===== config.mk =====
export PLATFORM = sky130hd
export DESIGN_NAME = vec_intc
export DESIGN_NICKNAME = d
export VERILOG_FILES = /design/src/rtl/vic_pkg.sv /design/src/rtl/vic_src_front.sv /design/src/rtl/vic_pick.sv /design/src/rtl/vec_intc.sv
export SDC_FILE = /design/constraint.sdc
export NUM_CORES = 1
export LEC_CHECK = 0
export ABC_AREA = 0
export BUFFER_PORTS_ARGS = -buffer_cell sky130_fd_sc_hd__buf_4
export CAP_MARGIN = 5
export CORE_MARGIN = 4
export CORE_UTILIZATION = 67
export CTS_CLUSTER_SIZE = 20
export DETAILED_ROUTE_END_ITERATION = 6
export PLACE_DENSITY = 0.83
export SYNTH_ARGS = -nofsm -noshare
export SYNTH_HDL_FRONTEND = slang
export SYNTH_SLANG_ARGS = --single-unit

===== constraint.sdc =====
create_clock -name clk -period 128.2 [get_ports clk]
set_clock_uncertainty 0.1 [all_clocks]
set_input_delay 25.64 -clock clk [delete_from_list [all_inputs] [get_ports clk]]
set_output_delay 25.64 -clock clk [all_outputs]
set_load 0.01 [all_outputs]

===== src/rtl/vic_pkg.sv =====
package vic_pkg;

    typedef enum logic [1:0] {
        TRIG_LOW  = 2'd0,
        TRIG_FALL = 2'd1,
        TRIG_RISE = 2'd2,
        TRIG_BOTH = 2'd3
    } trig_e;

    localparam int BUS_AW = 10;

    // region select is address bits 9:8
    localparam logic [1:0] RGN_FLAG = 2'd0;
    localparam logic [1:0] RGN_EN   = 2'd1;
    localparam logic [1:0] RGN_PRIO = 2'd2;
    localparam logic [1:0] RGN_CTRL = 2'd3;

    localparam logic [7:0] OFF_SWI  = 8'hF0;
    localparam logic [7:0] OFF_FAST = 8'hF2;

    typedef struct packed {
        logic       en;
        logic [7:0] vec;
    } fast_t;

    typedef struct packed {
        logic [7:0] prio;
        logic [7:0] vec;
    } level_t;

    // event detection for one source: cur is synchronized, prv one cycle older
    function automatic logic trig_hit(trig_e m, logic cur, logic prv);
        case (m)
            TRIG_LOW:  return !cur;
            TRIG_FALL: return prv && !cur;
            TRIG_RISE: return !prv && cur;
            default:   return prv ^ cur;
        endcase
    endfunction

endpackage


===== src/rtl/vic_src_front.sv =====
module vic_src_front
    import vic_pkg::*;
#(
    parameter int SYNC_STAGES = 2
) (
    input  logic  clk,
    input  logic  rst,
    input  logic  raw,
    input  trig_e mode,
    output logic  hit
);
    logic [SYNC_STAGES-1:0] sync_q;
    logic                   prev_q;

    always_ff @(posedge clk) begin
        if (rst) begin
            sync_q <= '0;
            prev_q <= 1'b0;
        end else begin
            sync_q <= (sync_q << 1) | SYNC_STAGES'(raw);
            prev_q <= sync_q[SYNC_STAGES-1];
        end
    end

    assign hit = trig_hit(mode, sync_q[SYNC_STAGES-1], prev_q);
endmodule


===== src/rtl/vic_pick.sv =====
module vic_pick #(
    parameter int N  = 32,
    parameter int PW = 8,
    parameter int IW = 5
) (
    input  logic [N-1:0]         cand,
    input  logic [N-1:0][PW-1:0] prio,
    output logic                 found,
    output logic [IW-1:0]        idx
);
    logic [PW-1:0] best;

    // ascending scan, strictly-greater replace: lowest index wins ties
    always_comb begin
        found = 1'b0;
        idx   = '0;
        best  = '0;
        for (int i = 0; i < N; i++) begin
            if (cand[i] && (!found || prio[i] > best)) begin
                found = 1'b1;
                idx   = IW'(i);
                best  = prio[i];
            end
        end
    end
endmodule


===== src/rtl/vec_intc.sv =====
module vec_intc
    import vic_pkg::*;
#(
    parameter int               N_SRC       = 32,
    parameter int               N_PIN       = 8,
    parameter int               PIN_BASE    = 16,
    parameter int               MAP_SHIFT   = 1,
    parameter int               SYNC_STAGES = 2,
    parameter logic [N_SRC-1:0] FIXED_LOW   = '0
) (
    input  logic              clk,
    input  logic              rst,
    input  logic [N_SRC-1:0]  src_in,
    input  logic              ack_in,
    input  logic              bus_wr,
    input  logic              bus_size,
    input  logic [BUS_AW-1:0] bus_addr,
    input  logic [15:0]       bus_wdata,
    output logic [15:0]       bus_rdata,
    output logic [15:0]       irq_level,
    output logic [15:0]       fast_level,
    output logic              swi_pulse
);
    localparam int IW     = (N_SRC > 1) ? $clog2(N_SRC) : 1;
    localparam int N_EN   = N_SRC / 8;
    localparam int N_PRIO = (N_SRC + (1 << MAP_SHIFT) - 1) >> MAP_SHIFT;
    localparam int EN_IW  = (N_EN > 1) ? $clog2(N_EN) : 1;
    localparam int PR_IW  = (N_PRIO > 1) ? $clog2(N_PRIO) : 1;
    localparam int PIN_IW = (N_PIN > 1) ? $clog2(N_PIN) : 1;

    logic [N_SRC-1:0]         hit, flag_q, flag_d, en_bits, ack_edge, pick_cand;
    logic [N_EN-1:0][7:0]     en_q;
    logic [N_PRIO-1:0][7:0]   prio_q;
    logic [N_SRC-1:0][7:0]    src_prio;
    trig_e                    pin_mode_q [N_PIN];
    trig_e                    src_mode   [N_SRC];
    fast_t                    fast_q;
    logic                     req_valid, swi_q, pick_found, ack_take, steer;
    logic [IW-1:0]            req_src, pick_idx;
    level_t                   word;

    logic [1:0] rgn;
    logic [7:0] off;
    logic wr_byte, wr_half, wr_flag, wr_en, wr_prio, wr_pin, wr_swi, wr_fast;
    logic unused_wbits;

    assign rgn          = bus_addr[9:8];
    assign off          = bus_addr[7:0];
    assign unused_wbits = ^bus_wdata[14:8];
    assign en_bits      = en_q;

    // ---------------- per-source front end ----------------
    for (genvar g = 0; g < N_SRC; g++) begin : g_src
        assign src_prio[g] = prio_q[g >> MAP_SHIFT];
        if (g >= PIN_BASE && g < PIN_BASE + N_PIN) begin : g_pin
            assign src_mode[g] = pin_mode_q[g - PIN_BASE];
        end else begin : g_fixed
            assign src_mode[g] = FIXED_LOW[g] ? TRIG_LOW : TRIG_RISE;
        end
        vic_src_front #(.SYNC_STAGES(SYNC_STAGES)) u_front (
            .clk  (clk),
            .rst  (rst),
            .raw  (src_in[g]),
            .mode (src_mode[g]),
            .hit  (hit[g])
        );
    end

    // ---------------- register port decode ----------------
    always_comb begin
        wr_byte = bus_wr && !bus_size;
        wr_half = bus_wr && bus_size;
        wr_flag = wr_byte && rgn == RGN_FLAG && 32'(off) < N_SRC;
        wr_en   = wr_byte && rgn == RGN_EN   && 32'(off) < N_EN;
        wr_prio = wr_byte && rgn == RGN_PRIO && 32'(off) < N_PRIO;
        wr_pin  = wr_byte && rgn == RGN_CTRL && 32'(off) < N_PIN;
        wr_swi  = wr_byte && rgn == RGN_CTRL && off == OFF_SWI && bus_wdata[0];
        wr_fast = wr_half && rgn == RGN_CTRL && off == OFF_FAST;
    end

    // ---------------- flag update and rescan candidates ----------------
    always_comb begin
        ack_take = ack_in && req_valid;
        for (int n = 0; n < N_SRC; n++) begin
            ack_edge[n] = ack_take && req_src == IW'(n) && src_mode[n] != TRIG_LOW;
            if (src_mode[n] == TRIG_LOW) begin
                flag_d[n] = hit[n];
            end else begin
                flag_d[n] = (flag_q[n]
                             && !(wr_flag && off[IW-1:0] == IW'(n) && !bus_wdata[0])
                             && !ack_edge[n]) || hit[n];
            end
        end
        pick_cand = (ack_take ? (flag_q & ~ack_edge) : hit) & en_bits
                    & ~N_SRC'(1);
    end

    vic_pick #(.N(N_SRC), .PW(8), .IW(IW)) u_pick (
        .cand  (pick_cand),
        .prio  (src_prio),
        .found (pick_found),
        .idx   (pick_idx)
    );

    // ---------------- state ----------------
    always_ff @(posedge clk) begin
        if (rst) begin
            flag_q    <= '0;
            en_q      <= '0;
            prio_q    <= '0;
            fast_q    <= '0;
            req_valid <= 1'b0;
            req_src   <= '0;
            swi_q     <= 1'b0;
            for (int i = 0; i < N_PIN; i++) pin_mode_q[i] <= TRIG_RISE;
        end else begin
            flag_q <= flag_d;
            swi_q  <= wr_swi;
            if (wr_en)   en_q[off[EN_IW-1:0]]         <= bus_wdata[7:0];
            if (wr_prio) prio_q[off[PR_IW-1:0]]       <= bus_wdata[7:0];
            if (wr_pin)  pin_mode_q[off[PIN_IW-1:0]]  <= trig_e'(bus_wdata[3:2]);
            if (wr_fast) fast_q <= '{en: bus_wdata[15], vec: bus_wdata[7:0]};

            if (ack_take) begin
                req_valid <= pick_found;
                req_src   <= pick_found ? pick_idx : '0;
            end else if (!req_valid) begin
                if (pick_found) begin
                    req_valid <= 1'b1;
                    req_src   <= pick_idx;
                end
            end else if (src_mode[req_src] == TRIG_LOW && !hit[req_src]) begin
                req_valid <= 1'b0;
            end
        end
    end

    // ---------------- outputs ----------------
    always_comb begin
        word.prio  = src_prio[req_src];
        word.vec   = 8'(req_src);
        steer      = fast_q.en && fast_q.vec == word.vec;
        irq_level  = (req_valid && !steer) ? word : '0;
        fast_level = (req_valid && steer)  ? word : '0;
    end

    assign swi_pulse = swi_q;

    always_comb begin
        bus_rdata = '0;
        if (!bus_size) begin
            case (rgn)
                RGN_FLAG: if (32'(off) < N_SRC)  bus_rdata = {15'b0, flag_q[off[IW-1:0]]};
                RGN_EN:   if (32'(off) < N_EN)   bus_rdata = {8'b0, en_q[off[EN_IW-1:0]]};
                RGN_PRIO: if (32'(off) < N_PRIO) bus_rdata = {8'b0, prio_q[off[PR_IW-1:0]]};
                default:  if (32'(off) < N_PIN)
                              bus_rdata = {12'b0, pin_mode_q[off[PIN_IW-1:0]], 2'b00};
            endcase
        end else if (rgn == RGN_CTRL && off == OFF_FAST) begin
            bus_rdata = {fast_q.en, 7'b0, fast_q.vec};
        end
    end
endmodule


# After elaboration in Yosys (flattened, before gate mapping)
# Memories as Yosys holds them, arrays and structs flattened.
# Cells that the tools add are included.
# word_totals
register_bits,304
ramBits,16
wordCells,897
mem_count,1
# classes
order_cmp,41
eq_ne,85
muxes,153
n_bitwise,44
n_reduce_logical,483
# mem_list
memory,words,word_bits,read_ports,rd_clocked_by_memory_dff,wr,line_no,text
pin_mode_q,8,2,9,0,8,vec_intc.sv:35,trig_e pin_mode_q [N_PIN];
# ops
op,n
2-to-1 mux 8 bit,37
logical AND 1 bit,260
greater-than comparator 8 bit,30
"equality test 5 bit, second input constant",32
zero test 1 bit,138
bitwise mux 128 bit,1
2-to-1 mux 5 bit,20
"equality test 5 x 4 -> 1 bit, second input constant",16
AND 32 bit,2
2-to-1 mux 16 bit,4
bitwise OR 2 x 1 -> 2 bit,32
logical OR 1 bit,62
2-to-1 mux 1 bit,53
case mux 16 bit (3 select lines),1
binary-select mux 8 bit (select 5 bit),1
"equality test 5 x 3 -> 1 bit, second input constant",8
2-to-1 mux 4 bit,9
binary-select mux 8 bit (select 4 bit),1
bitwise mux 32 bit,1
demux 8 bit (select 4 bit),1
2-to-1 mux 32 bit,1
inverter 32 bit,1
case mux 1 bit (3 select lines),8
"equality test 2 bit, second input constant",10
29 further kinds,77

# Longest topological paths before layout
# depth
ltp_word,131
depth_mapped,359
depth_no_buf,331

# Modules after synthesis
# Synthesis repeated with hierarchy kept, for this count alone.
# unflattened
hier_cells,3291
area_unflattened_um2,28467.3
# modules_own_cells
mod,n_inst,cells_each,area_each_um2
vec_intc,1,1246,12568.3
vic_pick,1,1661,11574.9
vic_src_front,32,12,135.1

# Worst setup path before layout
# Ideal clock, no wire load.
# synth_timing
path_type,input to register
startpoint,input ack_in
endpoint,register req_src[3]
setup_ns,0.140
arrival_ns,84.125
slack_ns,43.835
cell_stages,338
path_buffers,29
path_cell_list,and2_1 buf_2 nand3_1 o2bb2ai_1 buf_2 and2_1 inv_1 ha_1 nand4_1 a21oi_1 nor2_1 o21ai_1 nand2_1 mux2i_1 ha_1 nand4_1 or2_2 o21ai_0 [... 302 more ...] nand2b_1 a21oi_1 o21ai_0 o21ai_0 a21boi_1 clkbuf_1 a2bb2oi_1 ha_1 nor2b_1 o21a_1 o21ai_0 nand2b_1 a21oi_1 o21ai_0 a211oi_1 nand2_1 nor4_1 a311oi_1
# synth_between
elab_chain_cells,130
# synth_lines
item,line_no,text
"start, declared",vec_intc.sv:14,"input logic ack_in,"
logical AND 1 bit *,vec_intc.sv:83,ack_take = ack_in && req_valid;
logical AND 1 bit,vec_intc.sv:85,ack_edge[n] = ack_take && req_src == IW'(n) && src_mode[n] != TRIG_LOW;
inverter 32 bit,vec_intc.sv:94,pick_cand = (ack_take ? (flag_q & ~ack_edge) : hit) & en_bits
AND 32 bit,vec_intc.sv:94,
2-to-1 mux 32 bit,vec_intc.sv:94,
AND 32 bit,vec_intc.sv:94,
2-to-1 mux 8 bit or 2-to-1 mux 1 bit (tied branches),vic_pick.sv:19,if (cand[i] && (!found || prio[i] > best)) begin
greater-than comparator 8 bit or zero test 1 bit (tied branches),vic_pick.sv:19,
[... 114 more ...],-,
2-to-1 mux 8 bit or 2-to-1 mux 1 bit (tied branches),vic_pick.sv:19,
greater-than comparator 8 bit or zero test 1 bit (tied branches),vic_pick.sv:19,
logical OR 1 bit,vic_pick.sv:19,
logical AND 1 bit,vic_pick.sv:19,
2-to-1 mux 5 bit,vic_pick.sv:19,
2-to-1 mux 5 bit,vec_intc.sv:128,if (pick_found) begin
2-to-1 mux 5 bit,vec_intc.sv:127,end else if (!req_valid) begin
2-to-1 mux 5 bit,vec_intc.sv:124,if (ack_take) begin
"end signal, assigned",vec_intc.sv:126,req_src <= pick_found ? pick_idx : '0;
"end signal, assigned",vec_intc.sv:130,req_src <= pick_idx;
"end, declared",vec_intc.sv:39,"logic [IW-1:0] req_src, pick_idx;"
# Mark *: on every way between the ends. The rest lies on a longest branch, timed or not. The select of a mux whose other input is x is not followed.
# A chain may end at the register's enable or synchronous reset.

# Worst setup path in the final report
# layout_timing
startpoint,input ack_in
endpoint,register req_src[4]
# The elaborated chain is that of the path after synthesis.

==> metrics.txt <==
# TYPE chip_impl_metric gauge
chip_impl_info{name="timing.rr.end",value="req_src[4]"} 1
chip_impl_metric{name="synth_edf_count",unit=""} 16
chip_impl_info{name="cpMaxStageDelayCell",value="sky130_fd_sc_hd__nor4_1"} 1
chip_impl_metric{name="drc",unit=""} 0
chip_impl_metric{name="p_int",unit="mW"} 0.160
chip_impl_metric{name="first_iter_violations",unit=""} 3024
chip_impl_metric{name="cp_slowest_stage_delay",unit="ns"} 0.89
chip_impl_metric{name="power-per-cell-area",unit="nW/um^2"} 7.60
chip_impl_metric{name="post_synth.cell_area_avg",unit="um^2"} 8.28
chip_impl_metric{name="timing.final.crit_period",unit="ns"} 94.90
chip_impl_info{name="rsz0062_at_grt",value="false"} 1
chip_impl_metric{name="die_width",unit="um"} 205
chip_impl_metric{name="post_synth_inst_count",unit=""} 3128
chip_impl_metric{name="nNetsFinal",unit=""} 3412
chip_impl_metric{name="dieHeight",unit="um"} 205
chip_impl_metric{name="final_hold_viol_count",unit=""} 0
chip_impl_metric{name="drt_first_pass_iters",unit=""} 7
chip_impl_metric{name="maxSlewHeadroom",unit="%"} 20.4
chip_impl_metric{name="power.switching",unit="mW"} 0.0514
chip_impl_metric{name="gpl.final_weighted_congestion",unit=""} 1.04
chip_impl_metric{name="holdWs",unit="ns"} 0.321
chip_impl_metric{name="postCtsSetupRepairBufs",unit=""} 0
chip_impl_metric{name="stdcell_count",unit=""} 3653
chip_impl_metric{name="leak",unit="nW"} 12.1
chip_impl_info{name="startpoint_type",value="input port"} 1
chip_impl_info{name="mostFrequentLayoutCells",value="310 x sky130_fd_sc_hd__nor2_1, 302 x sky130_fd_sc_hd__dfxtp_1, 258 x sky130_fd_sc_hd__nand2_1"} 1
chip_impl_metric{name="postCtsResizedCells",unit=""} 0
chip_impl_metric{name="power_frac_clock",unit="%"} 44.3
chip_impl_metric{name="holdBufCountCts",unit=""} 0
chip_impl_metric{name="cts_htree_levels",unit=""} 1
chip_impl_metric{name="boundaryPins",unit=""} 112
chip_impl_metric{name="floorplan.core_area",unit="um^2"} 37900
chip_impl_metric{name="fmax",unit="MHz"} 10.5
chip_impl_metric{name="first_global_vias",unit=""} 23600
chip_impl_metric{name="grt_use_total",unit="%"} 40.0
chip_impl_metric{name="number_of_antenna_violations_at_the_first_check_in_global_routing",unit=""} 4
chip_impl_metric{name="drt.antenna.violating_nets",unit=""} 0
chip_impl_metric{name="seq_power_share",unit="%"} 49.1
chip_impl_info{name="outcome",value="finished, final reports clean"} 1
chip_impl_metric{name="least_margin_pin_slew",unit="ns"} 1.19
chip_impl_info{name="synth_ff_type",value="sky130_fd_sc_hd__dfxtp_1"} 1
chip_impl_metric{name="min_period_over_period",unit="%"} 74.0
chip_impl_metric{name="hpwlAfterDp",unit="mm"} 65.9
chip_impl_info{name="timing.critical_path.to_type",value="register"} 1
chip_impl_metric{name="synth.yosys.seq_area_share",unit="%"} 25.4
chip_impl_metric{name="cts.clk_slew.worst_paths",unit="ns"} 0.07
chip_impl_metric{name="synthesis.yosys.warnings",unit=""} 0
chip_impl_metric{name="final_util",unit="%"} 73.3
chip_impl_metric{name="layout-area-overhead-vs-synth",unit="%"} 7.34
chip_impl_metric{name="post_route_cells_drive_above_1_share",unit="%"} 11.0
chip_impl_metric{name="share_of_power_burned_in_combinational_logic",unit="%"} 6.6
chip_impl_metric{name="grt_first_pass_wirelength",unit="mm"} 133
chip_impl_metric{name="drv.max_cap_violation_count",unit=""} 0
chip_impl_metric{name="critPathMaxFanout",unit=""} 19
chip_impl_info{name="worst_r2r_startpoint",value="req_src[0]"} 1
chip_impl_info{name="tritoncts",value="yes"} 1
chip_impl_metric{name="detail_route.wl_per_cell",unit="um"} 23.7
chip_impl_metric{name="synth.lib_cells_used.distinct",unit=""} 104
chip_impl_metric{name="net_switching_fraction_of_the_power",unit="%"} 24.3
chip_impl_metric{name="grt.overflow.total",unit=""} 0
chip_impl_metric{name="detail_route.wirelength",unit="mm"} 86.5
chip_impl_metric{name="clock_sink_count",unit=""} 320
chip_impl_metric{name="routed-via-count",unit=""} 24800
chip_impl_metric{name="postSynth.asyncResetShare",unit="%"} 0
chip_impl_metric{name="crit_path_arrival_time",unit="ns"} 95.23
chip_impl_metric{name="via_cell_ratio",unit=""} 6.80
chip_impl_info{name="crit_path_most_repeated_cell",value="sky130_fd_sc_hd__o21ai_0"} 1
chip_impl_metric{name="worst_skew_pair_latency",unit="ns"} 0.60
chip_impl_info{name="crit_path_start",value="ack_in"} 1
chip_impl_metric{name="cts_buffers",unit=""} 31
chip_impl_metric{name="io_buffer_count",unit=""} 91
chip_impl_metric{name="design.die.area",unit="um^2"} 41900
chip_impl_metric{name="timing.final.setup_violations",unit=""} 0
chip_impl_info{name="final_common_cell",value="sky130_fd_sc_hd__nor2_1"} 1
chip_impl_info{name="clock_tree.root_cell",value="sky130_fd_sc_hd__clkbuf_16"} 1
chip_impl_metric{name="place_inst",unit=""} 3594
chip_impl_metric{name="drv_slew",unit=""} 0
chip_impl_metric{name="critical_path_required",unit="ns"} 128.54
chip_impl_metric{name="num_rows",unit=""} 71
chip_impl_metric{name="ff2ff_setup_slack",unit="ns"} 57.73
chip_impl_metric{name="initial_utilization",unit="%"} 68.3
chip_impl_metric{name="finalSetupTns",unit="ns"} 0
chip_impl_metric{name="pin_count_of_the_biggest_net_entering_global_routing",unit=""} 127
chip_impl_metric{name="ir_drop_worst_case_vdd",unit="mV"} 0.0153
chip_impl_metric{name="clockBufferDepth",unit=""} 3
chip_impl_info{name="worst_setup_path_endpoint",value="req_src[4]"} 1
chip_impl_metric{name="synth_register_bits",unit=""} 320
chip_impl_info{name="criticalPathCategory",value="in2reg"} 1
chip_impl_info{name="min-delay-path-class",value="reg2reg"} 1
chip_impl_metric{name="timing.reg2reg.worst_path_depth",unit=""} 313
chip_impl_metric{name="mappedNetlistArea",unit="um^2"} 25900
chip_impl_metric{name="filler_cell_count",unit=""} 2901
==> kinds of logic (layout without fill, tap and decap cells) <==
group / after synthesis / count (layout) / share of synthesized area (%)
and+or+nand+nor: 1048 / 1048 / 19.5
muxes: 336 / 336 / 18.1
adders and majority gates: 235 / 235 / 11.3
buffers and inverters: 386 / 387 / 5.83
other: 1 / 14 / 0.0145
xor gates and xnor gates: 10 / 10 / 0.338
DFF: 320 / 320 / 25.4
AOI/OAI and AO/OA: 792 / 792 / 19.5
==> per-stage QoR <==
step / cell area, um^2 / power [mW] / setup WS, ns
finish: 27800 / 0.211 / 33.30
global route: 27800 / 0.216 / 27.81
CTS: 27800 / 0.210 / 34.62
detailed placement: 26800 / 0.119 / 34.27
global placement: 26800 / 0.119 / 36.11
floorplan: 25900 / 0.114 / 43.84
==> worst max-delay path: cells and delay by family <==
family / cells / cell delay, ns
AO/OA/AOI/OAI: 160 / 35.75
AND/OR/NAND/NOR: 78 / 16.47
adder cells (fa/ha/maj): 31 / 8.92
multiplexers: 19 / 5.29
buffers and inverters: 26 / 3.02
==> state kept, by name, indices dropped and copies added, names as in the netlist <==
register              flops
en_bits                  32
fast_q                    9
flag_q                   32
g_src.u_front.prev_q     32
g_src.u_front.sync_q     64
pin_mode_q               16
prio_q                  128
req_src                   5
req_valid                 1
swi_pulse                 1
==> cell usage after synthesis, types with 9 or more instances <==
cell,instances,area share (%)
sky130_fd_sc_hd__a31o_1,9,0.30
sky130_fd_sc_hd__ha_1,233,11
sky130_fd_sc_hd__dfxtp_1,304,24
sky130_fd_sc_hd__nor2b_1,128,3.1
sky130_fd_sc_hd__nor3_1,31,0.60
sky130_fd_sc_hd__edfxtp_1,16,1.9
sky130_fd_sc_hd__nand2b_1,47,1.1
sky130_fd_sc_hd__a211o_1,10,0.34
sky130_fd_sc_hd__nand2_1,258,3.7
sky130_fd_sc_hd__a211oi_1,22,0.64
sky130_fd_sc_hd__mux2i_1,206,8.0
sky130_fd_sc_hd__buf_1,21,0.30
sky130_fd_sc_hd__and3_1,28,0.68
sky130_fd_sc_hd__a21o_1,75,2.2
sky130_fd_sc_hd__o21a_1,21,0.61
sky130_fd_sc_hd__mux2_2,25,1.1
sky130_fd_sc_hd__nand4_1,41,0.99
sky130_fd_sc_hd__o211ai_1,16,0.46
sky130_fd_sc_hd__o21ai_0,225,4.3
sky130_fd_sc_hd__nor2_1,311,4.5
sky130_fd_sc_hd__a311oi_1,10,0.34
sky130_fd_sc_hd__buf_4,14,0.41
sky130_fd_sc_hd__clkbuf_1,131,1.9
sky130_fd_sc_hd__a31oi_1,22,0.53
sky130_fd_sc_hd__and2_1,48,1.2
sky130_fd_sc_hd__a21oi_1,231,4.5
sky130_fd_sc_hd__nand3_1,98,1.9
sky130_fd_sc_hd__inv_1,214,3.1
sky130_fd_sc_hd__o21bai_1,22,0.64
sky130_fd_sc_hd__mux4_2,102,8.9
==> power by group through the flow <==
stage / sequential [mW] / combinational [mW] / clock [mW]
final: 0.104 / 0.0140 / 0.0935
after global routing: 0.104 / 0.0146 / 0.0978
after CTS: 0.104 / 0.0134 / 0.0932
after detailed placement: 0.106 / 0.0133 / 0
after global placement: 0.106 / 0.0130 / 0
after floorplan: 0.105 / 0.00894 / 0
==> cell type report <==
| class | count | area [um^2] | area share, % |
|---|---|---|---|
| multi-input cells | 2434 | 17900 | 64.3 |
| inverters | 214 | 803 | 2.89 |
| well taps | 511 | 639 | 2.30 |
| flip-flops and latches | 320 | 6570 | 23.6 |
| clock inverters | 10 | 97.6 | 0.351 |
| repair buffers | 115 | 871 | 3.13 |
| diodes | 1 | 2.50 | 0.00900 |
| clock buffers | 48 | 940 | 3.38 |
==> how the worst min path moves through the flow <==
stage                       startpoint   endpoint  cells past startpoint
2_1_floorplan  g_src[0].u_front.prev_q  flag_q[0]                      1
3_3_place_gp   g_src[0].u_front.prev_q  flag_q[0]                      1
3_5_place_dp   g_src[0].u_front.prev_q  flag_q[0]                      1
4_1_cts        g_src[0].u_front.prev_q  flag_q[0]                      1
5_1_grt        g_src[0].u_front.prev_q  flag_q[0]                      1
6_report       g_src[0].u_front.prev_q  flag_q[0]                      1
==> routing by layer <==
metal | part of all wire, % | routed length, um | GRT usage (%) | up-vias
met4 | 7.0 | 6020 | 21.5 | 6
met5 | 0.081 | 70 | 0 | -
met1 | 37 | 32100 | 51.7 | 11500
li1 | - | - | - | 11200
met2 | 43 | 37300 | 61.9 | 1680
met3 | 13 | 11000 | 10.0 | 370
Power figures use the tool's default switching activity.
